## config.mk

```make
export PLATFORM = sky130hd
export DESIGN_NAME = ppd_reg_gate
export DESIGN_NICKNAME = d
export VERILOG_FILES = /design/src/rtl/ppd_pkg.sv /design/src/rtl/ppd_addr_decode.sv /design/src/rtl/ppd_port_ctrl.sv /design/src/rtl/ppd_port_regs.sv /design/src/rtl/ppd_reg_gate.sv
export SDC_FILE = /design/constraint.sdc
export NUM_CORES = 2
export LEC_CHECK = 0
export BUFFER_PORTS_ARGS = -buffer_cell sky130_fd_sc_hd__buf_2
export CORE_ASPECT_RATIO = 1.1
export CORE_MARGIN = 2
export CORE_UTILIZATION = 46
export DETAILED_ROUTE_END_ITERATION = 10
export HOLD_SLACK_MARGIN = 0.15
export SLEW_MARGIN = 20
export SYNTH_ARGS = -nofsm -noshare
export SYNTH_HDL_FRONTEND = slang
export SYNTH_SLANG_ARGS = --single-unit
```

## constraint.sdc

```tcl
create_clock -name clk -period 3.6 [get_ports clk]
set_input_delay 0 -clock clk [delete_from_list [all_inputs] [get_ports clk]]
set_output_delay 0 -clock clk [all_outputs]
set_load 0.01 [all_outputs]
```

## src/rtl/ppd_pkg.sv

```systemverilog
package ppd_pkg;

    localparam int WIN_BITS = 4;
    localparam int SPD_LSB  = 4;

    localparam logic [WIN_BITS-1:0] OFF_CKSEL   = 4'd0;
    localparam logic [WIN_BITS-1:0] ELEC_LO     = 4'd1;
    localparam logic [WIN_BITS-1:0] ELEC_HI     = 4'd3;
    localparam logic [WIN_BITS-1:0] PHY_LO      = 4'd4;
    localparam logic [WIN_BITS-1:0] PHY_HI      = 4'd7;
    localparam logic [WIN_BITS-1:0] ERRSTAT_OFF = 4'd5;
    localparam logic [WIN_BITS-1:0] ERRM_LO     = 4'd8;
    localparam logic [WIN_BITS-1:0] ERRM_HI     = 4'd11;
    localparam logic [WIN_BITS-1:0] VEND_LO     = 4'd12;
    localparam logic [WIN_BITS-1:0] VEND_HI     = 4'd13;

    localparam logic [3:0] PD_CODE = 4'hC;

    typedef enum logic [2:0] {
        GRP_CKSEL,
        GRP_ELEC,
        GRP_PHY,
        GRP_ERRM,
        GRP_VEND,
        GRP_NONE
    } grp_e;

    typedef enum logic [1:0] {
        PWR_BOOT,
        PWR_STRAP_DOWN,
        PWR_REG_DOWN,
        PWR_UP
    } pwr_e;

    function automatic grp_e grp_of(input logic [WIN_BITS-1:0] off);
        grp_e g;
        if (off == OFF_CKSEL)                      g = GRP_CKSEL;
        else if (off >= ELEC_LO && off <= ELEC_HI) g = GRP_ELEC;
        else if (off >= PHY_LO && off <= PHY_HI)   g = GRP_PHY;
        else if (off >= ERRM_LO && off <= ERRM_HI) g = GRP_ERRM;
        else if (off >= VEND_LO && off <= VEND_HI) g = GRP_VEND;
        else                                       g = GRP_NONE;
        return g;
    endfunction

    function automatic logic grp_gated(input grp_e g);
        return (g == GRP_PHY) || (g == GRP_ERRM) || (g == GRP_VEND);
    endfunction

endpackage

```

## src/rtl/ppd_addr_decode.sv

```systemverilog
module ppd_addr_decode
    import ppd_pkg::*;
#(
    parameter int NUM_PORTS = 4,
    parameter int ADDR_W    = 8
) (
    input  logic [ADDR_W-1:0]                            addr,
    output logic [((NUM_PORTS > 1) ? $clog2(NUM_PORTS) : 1)-1:0] port_idx,
    output logic [WIN_BITS-1:0]                          off,
    output grp_e                                         grp,
    output logic                                         hit
);

    localparam int PORT_BITS = (NUM_PORTS > 1) ? $clog2(NUM_PORTS) : 1;
    localparam int USED_BITS = WIN_BITS + PORT_BITS;

    logic upper_ok;
    logic port_ok;

    assign off      = addr[WIN_BITS-1:0];
    assign port_idx = addr[WIN_BITS +: PORT_BITS];

    generate
        if (ADDR_W > USED_BITS) begin : g_upper
            assign upper_ok = (addr[ADDR_W-1:USED_BITS] == '0);
        end else begin : g_no_upper
            assign upper_ok = 1'b1;
        end
    endgenerate

    assign port_ok = ({1'b0, port_idx} < (PORT_BITS+1)'(NUM_PORTS));
    assign hit     = upper_ok && port_ok;
    assign grp     = hit ? grp_of(off) : GRP_NONE;

endmodule

```

## src/rtl/ppd_port_ctrl.sv

```systemverilog
module ppd_port_ctrl
    import ppd_pkg::*;
#(
    parameter int          DATA_W    = 32,
    parameter int          SPD_W     = 3,
    parameter bit          HAS_PIN   = 1'b1,
    parameter logic [SPD_W-1:0] DEF_SPEED = 1
) (
    input  logic              clk,
    input  logic              rst_n,
    input  logic              strap_pd,
    input  logic              cksel_we,
    input  logic [DATA_W-1:0] wdata,
    output logic [DATA_W-1:0] cksel_q,
    output logic              port_up,
    output logic [SPD_W-1:0]  speed
);

    localparam int HI_LSB = SPD_LSB + SPD_W;
    localparam int HI_W   = DATA_W - HI_LSB;

    pwr_e state_q, state_d;

    logic              pin_eff;
    logic              pd_req;
    logic [3:0]        nib_q;
    logic [HI_W-1:0]   hi_q;
    logic [SPD_W-1:0]  speed_q;

    assign pin_eff = HAS_PIN ? strap_pd : 1'b0;
    assign pd_req  = (wdata[3:0] == PD_CODE);

    // State register.
    always_ff @(posedge clk or negedge rst_n) begin
        if (!rst_n) state_q <= PWR_BOOT;
        else        state_q <= state_d;
    end

    // Next-state logic.
    always_comb begin
        state_d = state_q;
        unique case (state_q)
            PWR_BOOT: begin
                if (cksel_we)     state_d = pd_req ? PWR_REG_DOWN : PWR_UP;
                else if (pin_eff) state_d = PWR_STRAP_DOWN;
                else              state_d = PWR_UP;
            end
            PWR_STRAP_DOWN, PWR_REG_DOWN: begin
                if (cksel_we)     state_d = pd_req ? PWR_REG_DOWN : PWR_UP;
            end
            PWR_UP: begin
                if (cksel_we && pd_req) state_d = PWR_REG_DOWN;
            end
            default: state_d = PWR_BOOT;
        endcase
    end

    // Clock-select contents: the speed field moves only from a down state.
    always_ff @(posedge clk or negedge rst_n) begin
        if (!rst_n) begin
            nib_q   <= 4'h0;
            hi_q    <= '0;
            speed_q <= DEF_SPEED;
        end else if (cksel_we) begin
            nib_q <= wdata[3:0];
            hi_q  <= wdata[DATA_W-1:HI_LSB];
            if (state_q != PWR_UP) speed_q <= wdata[SPD_LSB +: SPD_W];
        end else if (state_q == PWR_BOOT) begin
            nib_q <= pin_eff ? PD_CODE : 4'h0;
        end
    end

    // Outputs.
    always_comb begin
        port_up = (state_q == PWR_UP);
        speed   = speed_q;
        cksel_q = {hi_q, speed_q, nib_q};
    end

endmodule

```

## src/rtl/ppd_port_regs.sv

```systemverilog
module ppd_port_regs
    import ppd_pkg::*;
#(
    parameter int DATA_W = 32
) (
    input  logic                clk,
    input  logic                rst_n,
    input  logic                we,
    input  logic [WIN_BITS-1:0] off,
    input  logic [DATA_W-1:0]   wdata,
    input  logic                port_up,
    output logic [DATA_W-1:0]   rval
);

    localparam int NUM_OFFS = 2 ** WIN_BITS;

    logic [DATA_W-1:0] word_q [NUM_OFFS];
    grp_e              grp;
    logic              wr_ok;

    assign grp   = grp_of(off);
    assign wr_ok = we && ((grp == GRP_ELEC) || (grp_gated(grp) && port_up));

    generate
        for (genvar o = 0; o < NUM_OFFS; o++) begin : g_word
            localparam grp_e OG = grp_of(WIN_BITS'(o));
            if (OG == GRP_ELEC || OG == GRP_PHY || OG == GRP_ERRM || OG == GRP_VEND) begin : g_store
                always_ff @(posedge clk or negedge rst_n) begin
                    if (!rst_n)                             word_q[o] <= '0;
                    else if (wr_ok && off == WIN_BITS'(o))  word_q[o] <= wdata;
                end
            end else begin : g_empty
                assign word_q[o] = '0;
            end
        end
    endgenerate

    always_comb begin
        rval = '0;
        if (grp == GRP_ELEC) begin
            rval = word_q[off];
        end else if (grp_gated(grp)) begin
            if (port_up)                   rval = word_q[off];
            else if (off == ERRSTAT_OFF)   rval = DATA_W'(1);
            else                           rval = '0;
        end
    end

endmodule

```

## src/rtl/ppd_reg_gate.sv

```systemverilog
module ppd_reg_gate
    import ppd_pkg::*;
#(
    parameter int NUM_PORTS = 4,
    parameter int ADDR_W    = 8,
    parameter int DATA_W    = 32,
    parameter int SPD_W     = 3,
    parameter int DEF_SPEED = 1
) (
    input  logic                       clk,
    input  logic                       rst_n,
    input  logic [ADDR_W-1:0]          reg_addr,
    input  logic                       reg_wr,
    input  logic [DATA_W-1:0]          reg_wdata,
    input  logic                       reg_rd,
    output logic [DATA_W-1:0]          reg_rdata,
    input  logic [NUM_PORTS-2:0]       strap_pd,
    output logic [NUM_PORTS-1:0]       port_up,
    output logic [NUM_PORTS*SPD_W-1:0] port_speed
);

    localparam int PORT_BITS = (NUM_PORTS > 1) ? $clog2(NUM_PORTS) : 1;

    logic [PORT_BITS-1:0] port_idx;
    logic [WIN_BITS-1:0]  off;
    grp_e                 grp;
    logic                 hit;

    logic [DATA_W-1:0] port_rval [NUM_PORTS];
    logic [DATA_W-1:0] rd_sel;

    ppd_addr_decode #(
        .NUM_PORTS (NUM_PORTS),
        .ADDR_W    (ADDR_W)
    ) dec_i (
        .addr     (reg_addr),
        .port_idx (port_idx),
        .off      (off),
        .grp      (grp),
        .hit      (hit)
    );

    generate
        for (genvar p = 0; p < NUM_PORTS; p++) begin : g_port
            logic              sel;
            logic              pin;
            logic [DATA_W-1:0] cksel_q;
            logic [DATA_W-1:0] reg_rval;

            assign sel = hit && (port_idx == PORT_BITS'(p));

            if (p == 0) begin : g_nopin
                assign pin = 1'b0;
            end else begin : g_pin
                assign pin = strap_pd[p-1];
            end

            ppd_port_ctrl #(
                .DATA_W    (DATA_W),
                .SPD_W     (SPD_W),
                .HAS_PIN   (p != 0),
                .DEF_SPEED (SPD_W'(DEF_SPEED))
            ) ctrl_i (
                .clk      (clk),
                .rst_n    (rst_n),
                .strap_pd (pin),
                .cksel_we (reg_wr && sel && (grp == GRP_CKSEL)),
                .wdata    (reg_wdata),
                .cksel_q  (cksel_q),
                .port_up  (port_up[p]),
                .speed    (port_speed[p*SPD_W +: SPD_W])
            );

            ppd_port_regs #(
                .DATA_W (DATA_W)
            ) regs_i (
                .clk     (clk),
                .rst_n   (rst_n),
                .we      (reg_wr && sel),
                .off     (off),
                .wdata   (reg_wdata),
                .port_up (port_up[p]),
                .rval    (reg_rval)
            );

            assign port_rval[p] = (grp == GRP_CKSEL) ? cksel_q : reg_rval;
        end
    endgenerate

    always_comb begin
        rd_sel = '0;
        for (int p = 0; p < NUM_PORTS; p++) begin
            if (hit && port_idx == PORT_BITS'(p)) rd_sel = port_rval[p];
        end
    end

    always_ff @(posedge clk or negedge rst_n) begin
        if (!rst_n)      reg_rdata <= '0;
        else if (reg_rd) reg_rdata <= rd_sel;
        else             reg_rdata <= '0;
    end

endmodule

```

# Word level (Yosys, flattened, before mapping)
# Index checks and enable logic that the tools add are counted.
[totals]
ff_bits = 1832
latchBits = 0
ram_bits = 0
romBits = 0
out_inout_bits = 48
word_cells = 305
mem_count = 0
[op_classes]
n_addsub = 0
mul = 0
n_div = 0
n_lt_le_gt_ge = 9
eq_ne = 45
shift = 0
n_mux = 71
n_bitwise = 1
reduce_logical = 110
[op_table]
columns = ["cell", "n"]
rows = [
  ["$mux W32", 29],
  ["$bmux W32 S4", 4],
  ["$logic_and A1 B1 Y1", 80],
  ["$mux W4", 11],
  ["$mux W2", 15],
  ["$eq A4 B4 Y1 const B", 7],
  ["$pmux W2 S3", 4],
  ["$eq A2 B2 Y1 const B", 10],
  ["$eq A4 B3 Y1 const B", 4],
  ["$ne A2 B2 Y1 const B", 8],
  ["$reduce_and A2 Y1", 8],
  ["$mux W3", 5],
  ["$logic_not A2 Y1", 6],
  ["$eq A2 B1 Y1 const B", 5],
  ["$eq A4 B2 Y1 const B", 2],
  ["$ge A4 B4 Y1 const B", 2],
  ["$le A4 B4 Y1 const B", 2],
  ["$ne A2 B1 Y1 const B", 4],
  ["$reduce_bool A2 Y1", 4],
  ["$reduce_or A2 Y1", 4],
  ["$eq A3 B2 Y1 const B", 2],
  ["$logic_or A1 B1 Y1", 6],
  ["$ge A5 B5 Y1 const B", 1],
  ["$not A4 Y5", 1],
  ["10 further kinds", 12],
]

# Longest topological paths before layout
[depth]
ltp_word = 18
ltp_mapped = 16
ltp_nobuf = 8

# Hierarchy
# A second synthesis with hierarchy kept.
[unflattened]
cells_unflattened = 6028
area_unflattened_um2 = 86613.1
[modules_own_cells]
columns = ["module", "n_inst", "cells_per_inst", "area_each_um2"]
rows = [
  ["ppd_port_regs at g_port[1].regs_i ...", 2, 1262, 19348.6],
  ["ppd_port_regs at g_port[0].regs_i", 1, 1430, 19653.8],
  ["ppd_port_regs at g_port[3].regs_i", 1, 1262, 19343.6],
  ["ppd_port_ctrl at g_port[1].ctrl_i ...", 3, 93, 1401.3],
  ["ppd_reg_gate", 1, 427, 3091.7],
  ["ppd_port_ctrl at g_port[0].ctrl_i", 1, 88, 1473.9],
  ["ppd_addr_decode", 1, 18, 148.9],
]

# Worst setup path after synthesis
# OpenSTA, ideal clock, no wires.
[synth_timing]
kind = "input -> register"
from = "input reg_addr[2]"
to = "register g_port[1].regs_i.word_q[129] (netlist name)"
setup_time_ps = 125
arrival_ps = 3241
required_ps = 3475
slack_ps = 234
path_stages = 15
path_buffers = 7
cell_sequence = "buf_2 inv_1 clkbuf_1 clkbuf_1 buf_1 ha_1 and3b_1 and2_1 buf_2 nor2_1 nand3b_1 buf_4 nor2_2 buf_2 mux2_2"
[synth_via]
elab_chain_cells = 14
elab_cells_between_ends = 29
[synth_rtl]
columns = ["element", "line", "rtl"]
rows = [
  ["start: declaration", "ppd_reg_gate.sv:12", "input logic [ADDR_W-1:0] reg_addr,"],
  ["$ge A4 B4 Y1 / $le A4 B4 Y1 (equally long branches)", "ppd_pkg.sv:41", "else if (off >= VEND_LO && off <= VEND_HI) g = GRP_VEND;"],
  ["$logic_and A1 B1 Y1", "ppd_pkg.sv:41", ""],
  ["$mux W1", "ppd_pkg.sv:41", ""],
  ["$mux W3", "ppd_pkg.sv:40", "else if (off >= ERRM_LO && off <= ERRM_HI) g = GRP_ERRM;"],
  ["$mux W3", "ppd_pkg.sv:39", "else if (off >= PHY_LO && off <= PHY_HI) g = GRP_PHY;"],
  ["$mux W3", "ppd_pkg.sv:38", "else if (off >= ELEC_LO && off <= ELEC_HI) g = GRP_ELEC;"],
  ["$mux W3", "ppd_pkg.sv:37", "if (off == OFF_CKSEL) g = GRP_CKSEL;"],
  ["$eq A3 B2 Y1", "ppd_pkg.sv:47", "return (g == GRP_PHY) || (g == GRP_ERRM) || (g == GRP_VEND);"],
  ["$logic_or A1 B1 Y1 (2 in a row)", "ppd_pkg.sv:47", ""],
  ["$logic_and A1 B1 Y1", "ppd_port_regs.sv:22", "assign wr_ok = we && ((grp == GRP_ELEC) || (grp_gated(grp) && port_up));"],
  ["$logic_or A1 B1 Y1", "ppd_port_regs.sv:22", ""],
  ["$logic_and A1 B1 Y1", "ppd_port_regs.sv:22", ""],
  ["$logic_and A1 B1 Y1 *", "ppd_port_regs.sv:30", "else if (wr_ok && off == WIN_BITS'(o)) word_q[o] <= wdata;"],
  ["end signal: indexed assignment", "ppd_port_regs.sv:30", ""],
  ["end: declaration", "ppd_port_regs.sv:17", "logic [DATA_W-1:0] word_q [NUM_OFFS];"],
]
# Every way passes the cells marked *; elsewhere a longest branch is shown, timed or not.
# A chain may end at the register's enable or synchronous reset.

# Worst setup path after layout
[layout_timing]
from = "input reg_addr[3]"
to = "register reg_rdata[30]"
[layout_via]
elab_chain_cells = 18
elab_cells_between_ends = 60
[layout_rtl]
columns = ["element", "line", "rtl"]
rows = [
  ["$ge A4 B4 Y1 / $le A4 B4 Y1 (equally long branches)", "ppd_pkg.sv:41", ""],
  ["$logic_and A1 B1 Y1", "ppd_pkg.sv:41", ""],
  ["$mux W1", "ppd_pkg.sv:41", ""],
  ["$mux W3", "ppd_pkg.sv:40", ""],
  ["$mux W3", "ppd_pkg.sv:39", ""],
  ["$mux W3", "ppd_pkg.sv:38", ""],
  ["$mux W3", "ppd_pkg.sv:37", ""],
  ["$eq A3 B2 Y1", "ppd_pkg.sv:47", ""],
  ["$logic_or A1 B1 Y1 (2 in a row)", "ppd_pkg.sv:47", ""],
  ["$mux W32", "ppd_port_regs.sv:42", "end else if (grp_gated(grp)) begin"],
  ["$mux W32", "ppd_port_regs.sv:40", "if (grp == GRP_ELEC) begin"],
  ["$mux W32", "ppd_reg_gate.sv:86", "assign port_rval[p] = (grp == GRP_CKSEL) ? cksel_q : reg_rval;"],
  ["$mux W32 (3 in a row)", "ppd_reg_gate.sv:93", "if (hit && port_idx == PORT_BITS'(p)) rd_sel = port_rval[p];"],
  ["$mux W32 *", "ppd_reg_gate.sv:93", ""],
  ["$mux W32 *", "ppd_reg_gate.sv:99", "else if (reg_rd) reg_rdata <= rd_sel;"],
  ["end signal: assignment", "ppd_reg_gate.sv:99", ""],
  ["end: declaration", "ppd_reg_gate.sv:16", "output logic [DATA_W-1:0] reg_rdata,"],
]
# Every way passes the cells marked *; elsewhere a longest branch is shown, timed or not. The select of a mux whose other input is x is not followed.

==> out/metrics.csv <==
metric;value;unit
crit-path cells;buf_4 -> dlygate4sd3_1 -> buf_4 -> ha_1 -> or3b_1 -> a21oi_1 -> o21ai_4 -> buf_4 -> o31ai_1 -> nand3_1 -> nor4_1 -> dlygate4sd3_1;
H-tree depth;4;
vias post-DR;53700;
largest cells by area after synthesis;dfrtp_1 (54%), mux2_2 (19%), mux2_1 (6.6%);
vias in the first global route;55450;
CTS buffer count;194;
setup_tns;0;ns
multi-input logic area;0.03642;sq mm
max-capacitance violation count;0;
clk slew on worst S/H paths;0.06;ns
CP Launch Type;input port;
min cycle time layout;3.409;ns
CP dominant cell by count;buf_4;
post-synthesis cell area;0.08495;sq mm
Worst Max-Slew Pin Slew;1.192;ns
Slew Viols, Final;0;
Clock Skews;0.02835;ns
combinational power share;0.087;
#FFs+latches synth;1832;
Rel. slew slack;0.2053;
CP Max Fanout;22;
Starting Density;0.4624;
final worst-path cycle share;0.9468;
largest net degree at the start of global routing;167;
CTS tree;built;
RSZ-0062 raised after global routing;no;
Crit-path slowest cell;dlygate4sd3_1;
Synth warnings;0;
family with the most delay on the worst path;buffers and inverters;
number of distinct library cells after synthesis;70;
later-pin clock latency in the skew report;0.85;ns
setup violators final;0;
vias per inst;6.140;
Largest stage delay, worst path;0.67;ns
total routed wirelength;255.7;mm
initial antenna violation count;13;
Yosys top cell area share;0.5385;
Post-CTS Resized;0;
DP Worst Slack;0.2929;ns
outcome;finished clean;
Seq pwr share;0.470;
Storage cell area;0.04585;sq mm
syn_nets;6225;
Area growth, synth to finish;13.13;%
sw frac;0.2485;
asr flop ratio synth;1.000;
Leakage;46.83;nW
number of synthesized flops with an enable pin;0;
arrival time at the worst endpoint;4.18;ns
Power Dens Cells;475.0;mW/mm^2
sequential area share after synthesis;0.5397;
All-Layer GR Usage;0.2731;
most common cell in the netlist;dfrtp_1;
Net Switching;11.34;mW
I/O Buffers;94;
# nets final;6227;
share of cells above drive strength 1;0.3695;
Hold Crit Class;in2reg;
Post-synth top cells;dfrtp_1 (1828), mux2_2 (1416), mux2_1 (498), clkbuf_1 (329), mux2i_1 (313);
P_int;34.31;mW
final worst slack;0.1914;ns
fillers;15480;
timing-limited maximum frequency;293.4;MHz
first-pass GRT wire length;380.3;mm
area of the core;0.1837;sq mm
Longest Clk Path Bufs;3;
antenna viol nets, final;0;
number of cell rows;165;
Post-synth top flop;dfrtp_1;
Clk pwr share;0.443;
hpwl dp;158.9;mm
Setup CP Type;in2reg;
clk root buf;clkbuf_16;
num ports;95;
cell accounting for the most synthesized area;dfrtp_1;
Mapped Cells;6164;
worst vdd ir;0.0004612;V
buffers and inverters on the worst path;5;
CTS sink cnt;1832;
drt wl/cell;29.24;um
Overflow after GRT;0;
Die ar.;0.1881;sq mm
GPL Wtd Cong;0.9535;
Vert. Die Dim;454.7;um
endpoints failing hold;0;
TritonRoute pass-1 iters;5;
1st-iter DRT viols;4290;
width of the die;413.7;um
Avg Synthesized Cell Area;13.78;sq um
DRC;0;
Worst Setup End Kind;flip-flop;
Critical Path RT;4.38;ns
==> kinds of logic (layout without fill, tap and decap cells) <==
group                    Yosys count  in the layout  share of synthesized area
multiplexers                    2377           2377                     0.3303
AND/OR/NAND/NOR                  476            476                    0.02585
adder cells (fa/ha/maj)           14             14                   0.002062
other                              0              5                          0
flip-flops                      1832           1832                     0.5397
buffers and inverters            658            814                    0.03588
AO/OA/AOI/OAI                    807            807                    0.06617
==> worst paths after layout <==
check | slack, ns | endpoint | startpoint | cells after the start
setup reg to reg | 0.27 | reg_rdata[28] | g_port[1].ctrl_i.state_q[0] | 6
min in group asynchronous | 0.52 | g_port[0].regs_i.word_q[197] | rst_n | 4
hold / removal | 0.19 | reg_rdata[19] | reg_addr[1] | 6
hold reg to reg | 0.48 | g_port[2].regs_i.word_q[213] | g_port[2].regs_i.word_q[213] | 1
max in group asynchronous | 1.73 | g_port[3].regs_i.word_q[301] | rst_n | 6
setup / recovery | 0.19 | reg_rdata[30] | reg_addr[3] | 12
==> cell type report <==
| class | count | area share |
|---|---|---|
| flip-flops and latches | 1832 | 0.4771 |
| multi-input cells | 3674 | 0.3790 |
| clock buffers | 293 | 0.06006 |
| repair buffers | 449 | 0.04497 |
| well taps | 2421 | 0.03152 |
| clock inverters | 57 | 0.006640 |
| inverters | 15 | 0.0006379 |
| diodes | 5 | 0.0001302 |
==> state kept, by name, indices dropped and copies added, names as in the netlist <==
register / flops
g_port.ctrl_i.nib_q: 16
g_port.regs_i.word_q: 1664
g_port.ctrl_i.speed: 12
g_port.ctrl_i.state_q: 8
g_port.ctrl_i.hi_q: 100
reg_rdata: 32
==> worst min-delay path, cell delays in order <==
cell and delay [ns]:
buf_8 0.17, mux2i_1 0.16, nor2_1 0.08, o31ai_1 0.14, a21oi_1 0.19, o311a_1 0.18
==> metal layers <==
metal | vias up | share of wire | GRT usage
li1 | 22720 | - | -
met5 | - | 0.000098 | 0
met3 | 466 | 0.052 | 0.04056
met2 | 1517 | 0.48 | 0.4445
met4 | 4 | 0.043 | 0.1105
met1 | 29000 | 0.42 | 0.3674
==> stage by stage <==
step	utilization	cell area [sq um]	power (mW)	cells	hold WS, ns
after floorplan	-	84950	23.81	6164	-0.2956
after global placement	0.4845	89020	25.62	8328	-0.03238
after detailed placement	0.4845	89030	25.71	8328	-0.02021
after CTS	0.5230	96090	46.02	8741	0.1531
after global routing	0.5230	96100	47.21	8742	0.1915
final	0.5231	96110	45.66	8746	0.1869
==> cell usage in the layout (no fill, tap or decap), types with 21 or more instances in the layout <==
cell / instances
mux2_2: 1416
a22oi_1: 33
a31oi_1: 24
a221o_1: 50
buf_2: 84
o211ai_1: 34
a221oi_1: 129
nand2_1: 136
o2111ai_1: 34
nor2_4: 54
clkbuf_1: 49
mux2i_1: 313
a21oi_1: 143
o21ai_0: 164
o22ai_1: 70
clkbuf_8: 46
nor3_1: 38
clkinv_2: 33
dlygate4sd3_1: 62
dfrtp_1: 1828
mux2_1: 498
nand3_1: 38
o211a_1: 21
buf_4: 222
buf_12: 77
nor2_1: 142
o31ai_1: 27
mux4_2: 150
clkbuf_16: 198
==> power by group through the flow <==
stage                     combinational, mW  sequential, mW  clock, mW
final                                  3.96            21.4       20.2
after global routing                   4.22            21.5       21.5
after CTS                              3.96            21.4       20.6
after detailed placement               3.90            21.8          0
after global placement                 3.83            21.8          0
after floorplan                        2.08            21.7          0
==> repair_timing <==
action | in CTS | in global routing
buffers inserted | 0 | 0
hold buffers | 63 | 0
hold endpoints to repair | 3252 | 0
Note: power is estimated with default switching activity, not from simulation.
